**src/rtl/mseq_pkg.sv**
```systemverilog
// mseq_pkg: shared widths, control-line positions and the microprogram.
// Assumes an 8-bit microaddress and a 16-bit microword; the two feedback
// bit positions are decoded by the next-address logic and must not move.
package mseq_pkg;

    localparam int UA_W = 8;
    localparam int CL_W = 16;

    // Control line positions
    localparam int L_ACC_DRV_N = 0;   // accumulator drives bus, active low
    localparam int L_ACC_LD    = 1;   // accumulator loads from bus
    localparam int L_ACC_UP    = 2;   // accumulator +1 on rising edge
    localparam int L_ACC_DN    = 3;   // accumulator -1 on rising edge
    localparam int L_RESTART   = 5;   // sequencer back to 0
    localparam int L_DISPATCH  = 6;   // sequencer loads opcode from bus
    localparam int L_MAR_LD    = 8;   // address register loads from bus
    localparam int L_MEM_RD_N  = 9;   // memory drives bus, active low
    localparam int L_MEM_WR_N  = 10;  // memory write, active low
    localparam int L_PC_UP     = 11;  // program counter +1 on rising edge
    localparam int L_PC_DRV_N  = 12;  // program counter drives bus, active low
    localparam int L_PC_DN     = 13;  // program counter -1 on rising edge
    localparam int L_IR_DRV_N  = 14;  // instruction register drives bus, active low
    localparam int L_IR_LD     = 15;  // instruction register loads from bus

    typedef logic [CL_W-1:0] uword_t;
    typedef logic [UA_W-1:0] uaddr_t;

    // Idle levels of all lines
    localparam uword_t REST = uword_t'((1 << L_ACC_DRV_N) | (1 << L_ACC_UP) | (1 << L_ACC_DN)
                                     | (1 << L_MEM_RD_N) | (1 << L_MEM_WR_N) | (1 << L_PC_UP)
                                     | (1 << L_PC_DRV_N) | (1 << L_PC_DN) | (1 << L_IR_DRV_N));

    // Returns REST with the listed lines moved to their non-idle level.
    function automatic uword_t act(input uword_t lines);
        return REST ^ lines;
    endfunction

    function automatic uword_t bit_of(input int pos);
        return uword_t'(1) << pos;
    endfunction

    // Microprogram contents for one address
    function automatic uword_t ucode_word(input uaddr_t a);
        uword_t w;
        case (a)
            // fetch: PC->MAR, mem->IR and PC+1, PC->MAR, PC+1, mem->dispatch
            8'h00: w = act(bit_of(L_PC_DRV_N) | bit_of(L_MAR_LD) | bit_of(L_PC_UP));
            8'h01: w = act(bit_of(L_MEM_RD_N) | bit_of(L_IR_LD));
            8'h02: w = act(bit_of(L_PC_DRV_N) | bit_of(L_MAR_LD) | bit_of(L_PC_UP));
            8'h03: w = act(bit_of(L_MEM_RD_N));
            8'h04: w = act(bit_of(L_MEM_RD_N) | bit_of(L_DISPATCH));
            // load accumulator from memory[operand]
            8'h10: w = act(bit_of(L_MEM_RD_N));
            8'h11: w = act(bit_of(L_IR_DRV_N) | bit_of(L_MAR_LD));
            8'h12: w = REST;
            8'h13: w = act(bit_of(L_MEM_RD_N) | bit_of(L_ACC_LD));
            8'h14: w = act(bit_of(L_MEM_RD_N) | bit_of(L_RESTART));
            // store accumulator to memory[operand]
            8'h20: w = act(bit_of(L_MEM_RD_N));
            8'h21: w = act(bit_of(L_IR_DRV_N) | bit_of(L_MAR_LD));
            8'h22: w = act(bit_of(L_ACC_DRV_N) | bit_of(L_MEM_WR_N));
            8'h23: w = act(bit_of(L_RESTART));
            // resync word: both feedback bits, restart must win
            8'h30: w = act(bit_of(L_RESTART) | bit_of(L_DISPATCH));
            default: w = REST;
        endcase
        return w;
    endfunction

endpackage

```
**src/rtl/mseq_store.sv**
```systemverilog
// mseq_store: constant control store, combinational read.
// Assumes DEPTH == 2**AW; every row is built from the package microprogram.
module mseq_store
    import mseq_pkg::*;
#(
    parameter int AW = UA_W,
    parameter int CW = CL_W
) (
    input  logic [AW-1:0] addr_i,
    output logic [CW-1:0] word_o
);
    localparam int DEPTH = 1 << AW;

    logic [CW-1:0] rom [DEPTH];

    // One constant row per microaddress
    for (genvar a = 0; a < DEPTH; a++) begin : g_row
        assign rom[a] = CW'(ucode_word(UA_W'(a)));
    end

    // Read port
    assign word_o = rom[addr_i];

endmodule

```
**src/rtl/mseq_next.sv**
```systemverilog
// mseq_next: microaddress register with restart / dispatch / step selection.
// Assumes restart has priority over dispatch; stepping wraps modulo 2**AW.
module mseq_next #(
    parameter int AW = 8
) (
    input  logic          clk,
    input  logic          rst_n,
    input  logic          restart_i,
    input  logic          dispatch_i,
    input  logic [AW-1:0] opcode_i,
    output logic [AW-1:0] uaddr_o
);
    typedef enum logic [1:0] {SEL_STEP, SEL_ZERO, SEL_OPCODE} sel_t;

    sel_t          sel;
    logic [AW-1:0] nxt;

    // Pick the next-address source, restart first
    always_comb begin
        if (restart_i)       sel = SEL_ZERO;
        else if (dispatch_i) sel = SEL_OPCODE;
        else                 sel = SEL_STEP;
    end

    // Form the next address for the chosen source
    always_comb begin
        unique case (sel)
            SEL_ZERO:   nxt = '0;
            SEL_OPCODE: nxt = opcode_i;
            default:    nxt = uaddr_o + AW'(1);
        endcase
    end

    // Microaddress register with synchronous active-low reset
    always_ff @(posedge clk) begin
        if (!rst_n) uaddr_o <= '0;
        else        uaddr_o <= nxt;
    end

endmodule

```
**src/rtl/mseq_top.sv**
```systemverilog
// mseq_top: microprogrammed control sequencer.
// The current word drives the control lines and feeds two of its bits back
// to choose the next microaddress. Assumes the opcode is stable on bus_i
// at the edge ending a dispatch word.
module mseq_top
    import mseq_pkg::*;
#(
    parameter int AW = UA_W,
    parameter int CW = CL_W
) (
    input  logic          clk,
    input  logic          rst_n,
    input  logic [AW-1:0] bus_i,
    output logic [CW-1:0] ctrl_o,
    output logic [AW-1:0] uaddr_o
);
    logic [AW-1:0] uaddr;
    logic [CW-1:0] word;

    mseq_next #(.AW(AW)) u_next (
        .clk        (clk),
        .rst_n      (rst_n),
        .restart_i  (word[L_RESTART]),
        .dispatch_i (word[L_DISPATCH]),
        .opcode_i   (bus_i),
        .uaddr_o    (uaddr)
    );

    mseq_store #(.AW(AW), .CW(CW)) u_store (
        .addr_i (uaddr),
        .word_o (word)
    );

    // Drive outputs
    assign ctrl_o  = word;
    assign uaddr_o = uaddr;

endmodule

```
**config.mk**
```make
export PLATFORM = sky130hd
export DESIGN_NAME = mseq_top
export DESIGN_NICKNAME = d
export VERILOG_FILES = /design/src/rtl/mseq_pkg.sv /design/src/rtl/mseq_store.sv /design/src/rtl/mseq_next.sv /design/src/rtl/mseq_top.sv
export SDC_FILE = /design/constraint.sdc
export NUM_CORES = 1
export LEC_CHECK = 0
export CORE_MARGIN = 1
export CORE_UTILIZATION = 40
export DETAILED_ROUTE_END_ITERATION = 6
export HOLD_SLACK_MARGIN = 0.03
export PLACE_DENSITY_LB_ADDON = 0.15
export SYNTH_ARGS = -nofsm -noshare
export SYNTH_HDL_FRONTEND = slang
export SYNTH_HIERARCHICAL = 1
export SYNTH_SLANG_ARGS = --single-unit
```
**constraint.sdc**
```tcl
create_clock -name clk -period 2.05 [get_ports clk]
set_input_delay 0.3075 -clock clk [delete_from_list [all_inputs] [get_ports clk]]
set_output_delay 0.3075 -clock clk [all_outputs]
set_load 0.01 [all_outputs]
```
==> results.json, run 1 <==
{
  "die_w_um": 44.7,
  "grt_remaining_overflow": 0,
  "synth-seq-cells": 8,
  "start_util": 0.422,
  "final.fill_count": 151,
  "whs_path_depth": 3,
  "maxSlewViolCount": 0,
  "tns_ps": 0,
  "routed_via_density": 4.91,
  "wl_per_cell_um": 11.7,
  "drc_errors": 0,
  "grt_max_degree": 12,
  "fp-row-count": 15,
  "portBuffers": 28,
  "place_hpwl_um": 1510,
  "crit_path_start": "u_next/uaddr_o[3]",
  "cts-root-buf": "clkbuf_4",
  "largestRegisters": "u_next/uaddr_o x8",
  "wl_um": 1950,
  "hp-start": "bus_i[2]",
  "vias": 820,
  "syn_area_per_cell_um2": 7.68,
  "cp-end-kind": "primary output",
  "drt_pass1_iterations": 4,
  "coreArea_mm2": 0.00173,
  "cp.arrival_ps": 1630,
  "io_pins": 34,
  "post-route-period-util": 0.943,
  "synth_edf_count": 0,
  "r2r-end": "u_next/uaddr_o[7]",
  "synthCells": 95,
  "hold_violations": 0,
  "worstPathCellList": "buf_4 -> nor4_4 -> buf_4 -> buf_4 -> nand3_1 -> dlygate4sd2_1",
  "die_y_um": 44.7,
  "grt_pass1_vias": 747,
  "rsz0062_at_grt": "false",
  "skew_ps": 0.682,
  "cap_viol_max_count": 0,
  "dominantRegCellSynth": "dfxtp_1",
  "cts_max_level": 1,
  "first_iter_violations": 13,
  "leakage_nw": 0.499,
  "ys_top_cells_by_area": "dfxtp_1, ha_1, buf_4",
  "reg2reg_slack_ps": 290,
  "final_cell_mix": "buf_4, clkdlybuf4s50_1, o21ai_0",
  "cts_buffers": 3,
  "hold-path-endpoint": "u_next/uaddr_o[2]",
  "yosys.area.top_type": "dfxtp_1",
  "nets": 159,
  "gp_congestion": 0.786,
  "tritoncts": "yes",
  "critPathRequiredTime_ps": 1740,
  "max_freq_ghz": 0.517,
  "path_class": "register to primary output",
  "clk_path_buf_depth": 2,
  "top_register": "u_next/uaddr_o",
  "dieArea_mm2": 0.00200,
  "async_reset_ff_frac": 0,
  "post-route-cell-area_mm2": 0.00118,
  "yosysTopAreaCellShare": 0.220,
  "grt_pass1_wl_um": 3270,
  "startpoint_type": "register",
  "critPathTopFamily": "buffers and inverters",
  "yosys_warnings": 6,
  "vdd_ir_drop_max_mv": 0.518,
  "hp-class": "input port to register",
  "powerDensity_mw_per_mm2": 836,
  "crit_path_max_incr_delay_ps": 330,
  "ant_nets": 0,
  "setup_violations": 0,
  "cp_common_cell": "buf_4",
  "antenna_found_initial": 0,
  "mostFrequentLayoutCell": "buf_4",
  "syn_area_um2": 729,
  "status": "completed",
  "cts.sinks": 8,
  "path_max_fanout": 7,
  "area_growth_pct": 61.9,
  "grt_usage": 0.223,
  "r2r_cells": 8,
  "placed_cell_area_mm2": 0.00112,
  "ys_seq_area_frac": 0.220,
  "crit_buf_inv": 4,
  "period_needed_ps": 1930,
  "diodes": 0,
  "cts_hold_buf": 0,
  "drive_gt1_frac": 0.275,
  "slowest_stage": "dfxtp_1",
  "synth_cell_type_count": 33,
  "clk_latency_ps": 250,
  "largest_reg_flops": 8,
  "clk_pin_slew_worst_paths_ps": 60,
  "r2r-start": "u_next/uaddr_o[0]"
}
layout make-up:
cell class | count | area, µm² | area share
multi-input cells | 75 | 518 | 0.439
repair buffers | 50 | 423 | 0.358
flip-flops and latches | 8 | 164 | 0.139
well taps | 25 | 31.3 | 0.0265
clock buffers | 3 | 22.5 | 0.0191
inverters | 6 | 22.5 | 0.0191
per-stage QoR:
step | power [mW] | utilization | setup WS, ps | instances | hold WS [ps]
3_5_place_dp | 0.825 | 0.646 | -36.6 | 159 | 629
2_1_floorplan | 0.531 | - | 188 | 98 | 450
5_1_grt | 1.07 | 0.684 | 5.04 | 167 | 633
3_3_place_gp | 0.815 | 0.646 | 1.43 | 159 | 606
4_1_cts | 0.975 | 0.678 | 11.4 | 166 | 604
6_report | 0.987 | 0.684 | 117 | 167 | 607
timing repair:
action / in CTS / in global routing
gates cloned: 0 / 0
gates resized for setup: 18 / 8
buffers inserted: 4 / 1
setup endpoints to repair: 11 / 6
pin swaps: 3 / 2
synthesized netlist by cell type (3+ instances only):
| master | number |
|---|---|
| xor2_1 | 3 |
| nand2_1 | 7 |
| a31oi_1 | 5 |
| nor2_1 | 5 |
| ha_1 | 5 |
| nand3_1 | 7 |
| o21ai_0 | 8 |
| or3_1 | 3 |
| dfxtp_1 | 8 |
| buf_4 | 8 |
| inv_1 | 6 |
| a21oi_1 | 5 |
worst reg2reg max path, cell delays in order (launching register included):
cell	delay, ps
dfxtp_2	350
inv_1	60
ha_1	240
a31oi_1	260
a2111oi_4	130
buf_4	160
nor2b_2	200
o21ai_0	130
a31oi_1	150
worst max path at each step:
stage	cells past startpoint	slack, ps	end
global route	7	5	ctrl_o[8]
floorplan	8	190	u_next/uaddr_o[6]
finish	6	120	ctrl_o[11]
detailed placement	5	-40	ctrl_o[5]
CTS	6	10	ctrl_o[1]
global placement	5	1	ctrl_o[5]
cells by family after synthesis:
logic type / Yosys count / synth area share
other: 2 / 0.0103
flip-flops: 8 / 0.220
adder cells (fa/ha/maj): 5 / 0.0858
AO/OA/AOI/OAI: 25 / 0.213
multiplexers: 1 / 0.0137
AND/OR/NAND/NOR: 36 / 0.304
XOR/XNOR: 3 / 0.0360
buffers and inverters: 15 / 0.118
where the power goes:
part / internal [mW] / leakage, nW / total, mW / switching, mW
clock: 0.0671 / 0.0138 / 0.122 / 0.0547
combinational: 0.352 / 0.419 / 0.639 / 0.287
sequential: 0.186 / 0.0663 / 0.226 / 0.0408
total: 0.604 / 0.499 / 0.987 / 0.383
routing by layer:
layer / share of wire / vias to the layer above / track usage / routed length (µm)
li1: - / 418 / - / -
met1: 0.42 / 374 / 0.267 / 811
met2: 0.53 / 28 / 0.403 / 1030
met3: 0.055 / 0 / 0.0480 / 107
met4: 0 / 0 / 0.0545 / 0
met5: 0 / - / 0 / 0
Power figures use the tool's default switching activity.
==> run 2: changes to the inputs <==
==> constraint.sdc (replaced) <==
create_clock -name clk -period 1.95 [get_ports clk]
set_input_delay 0.2925 -clock clk [delete_from_list [all_inputs] [get_ports clk]]
set_output_delay 0.2925 -clock clk [all_outputs]
set_load 0.01 [all_outputs]
==> results.json, run 2 (same netlist as run 1, synthesis figures left out) <==
{
  "worstPathCellList": "inv_2 -> ha_4 -> or2b_1 -> a211oi_2 -> o21ai_1 -> buf_2",
  "largest_reg_flops": 8,
  "final_cell_mix": "buf_4, clkdlybuf4s50_1, o21ai_0",
  "portBuffers": 28,
  "gp_congestion": 0.816,
  "path_max_fanout": 4,
  "grt_pass1_vias": 779,
  "clkPwrFrac": 0.121,
  "drc_errors": 0,
  "place_inst": 162,
  "setup_violations": 0,
  "ant_nets": 0,
  "wl_um": 2220,
  "wl_per_cell_um": 13.0,
  "tns_ps": 0,
  "crit_path_max_incr_delay_ps": 350,
  "p_total_mw": 1.08,
  "r2r_cells": 8,
  "largestRegisters": "u_next/uaddr_o x8",
  "grt_max_degree": 12,
  "drive_gt1_frac": 0.356,
  "dp_slack_ps": -114,
  "post-route-cell-area_mm2": 0.00123,
  "cts.sinks": 8,
  "cts_buffers": 3,
  "startpoint_type": "register",
  "place_hpwl_um": 1580,
  "fp-row-count": 15,
  "vdd_ir_drop_max_mv": 0.499,
  "post-route-period-util": 0.961,
  "mostFrequentLayoutCell": "buf_4",
  "internal_power_uw": 655,
  "hold_violations": 0,
  "p_comb_frac": 0.661,
  "p_sw_frac": 0.395,
  "cp.arrival_ps": 1580,
  "period_needed_ps": 1870,
  "antenna_found_initial": 0,
  "critPathRequiredTime_ps": 1660,
  "finalNonFillerCells": 171,
  "slowest_stage": "dfxtp_2",
  "first_iter_violations": 23,
  "vias": 853,
  "drt_pass1_iterations": 4,
  "area_growth_pct": 68.8,
  "cts_hold_buf": 0,
  "io_pins": 34,
  "final.fill_count": 159,
  "dieArea_mm2": 0.00200,
  "clk_path_buf_depth": 2,
  "status": "completed",
  "grt_usage": 0.231,
  "die_w_um": 44.7,
  "hp-class": "input port to register",
  "cp-end-kind": "primary output",
  "path_class": "register to primary output",
  "top_register": "u_next/uaddr_o",
  "cap_viol_max_count": 0,
  "whs_path_depth": 3,
  "nets": 163,
  "diodes": 0,
  "clk_pin_slew_worst_paths_ps": 60,
  "timing.final.ws_setup_ps": 75.8,
  "leakage_nw": 0.519,
  "max_freq_ghz": 0.534,
  "maxSlewViolCount": 0,
  "coreArea_mm2": 0.00173,
  "rsz0062_at_grt": "true",
  "grt_remaining_overflow": 0,
  "routed_via_density": 4.99,
  "cts-root-buf": "clkbuf_4",
  "power.net_switching_uw": 427,
  "powerDensity_mw_per_mm2": 879,
  "start_util": 0.422,
  "seq_power_share": 0.218,
  "die_y_um": 44.7,
  "placed_cell_area_mm2": 0.00114,
  "grt_pass1_wl_um": 3340,
  "skew_ps": 0.541,
  "cts_max_level": 1,
  "tritoncts": "yes",
  "clk_latency_ps": 250
}
run 2: worst max-delay path, delay by kind of cell, from the launching register on:
family / cells / cell delay [ps]
simple gates: 1 / 230
fa+ha+maj: 1 / 230
compound gates: 2 / 300
buf+inv: 2 / 210
flops: 1 / 350
run 2: worst paths after layout:
check                         start                 to  slack [ps]
setup / recovery  u_next/uaddr_o[1]          ctrl_o[9]          80
hold reg to reg   u_next/uaddr_o[6]  u_next/uaddr_o[6]         640
setup reg to reg  u_next/uaddr_o[3]  u_next/uaddr_o[4]         200
hold / removal             bus_i[2]  u_next/uaddr_o[2]         590
run 2: power groups by stage:
stage                     Combinational (mW)  Sequential, mW  Clock, mW
after floorplan                        0.289           0.269          0
after global placement                 0.639           0.232          0
after detailed placement               0.652           0.234          0
after CTS                              0.681           0.234      0.138
after global routing                   0.779           0.240      0.145
final                                  0.715           0.236      0.131
run 2: metal layers:
layer / GRT usage / part of all wire
met4: 0.0727 / 0.0099
met5: 0 / 0
met1: 0.270 / 0.41
met3: 0.0480 / 0.058
met2: 0.418 / 0.52
run 2: what timing repair did:
| action | 4_1_cts | 5_1_grt |
|---|---|---|
| gates resized for setup | 31 | 11 |
| pin swaps | 1 | 4 |
| setup endpoints to repair | 11 | 8 |
| setup buffers | 5 | 1 |
run 2: area by class of cell:
cell class | count | area, µm² | share of cell area
Sequential cell | 8 | 165 | 0.134
Clock buffer | 3 | 22.5 | 0.0183
Inverter | 6 | 22.5 | 0.0183
Tap cell | 25 | 31.3 | 0.0254
Multi-Input combinational cell | 75 | 541 | 0.439
Timing Repair Buffer | 54 | 449 | 0.365
run 2: stage by stage:
step,hold WS (ps),util
after detailed placement,617,0.659
after CTS,577,0.688
after global placement,619,0.659
final,587,0.713
after global routing,588,0.713
after floorplan,435,-
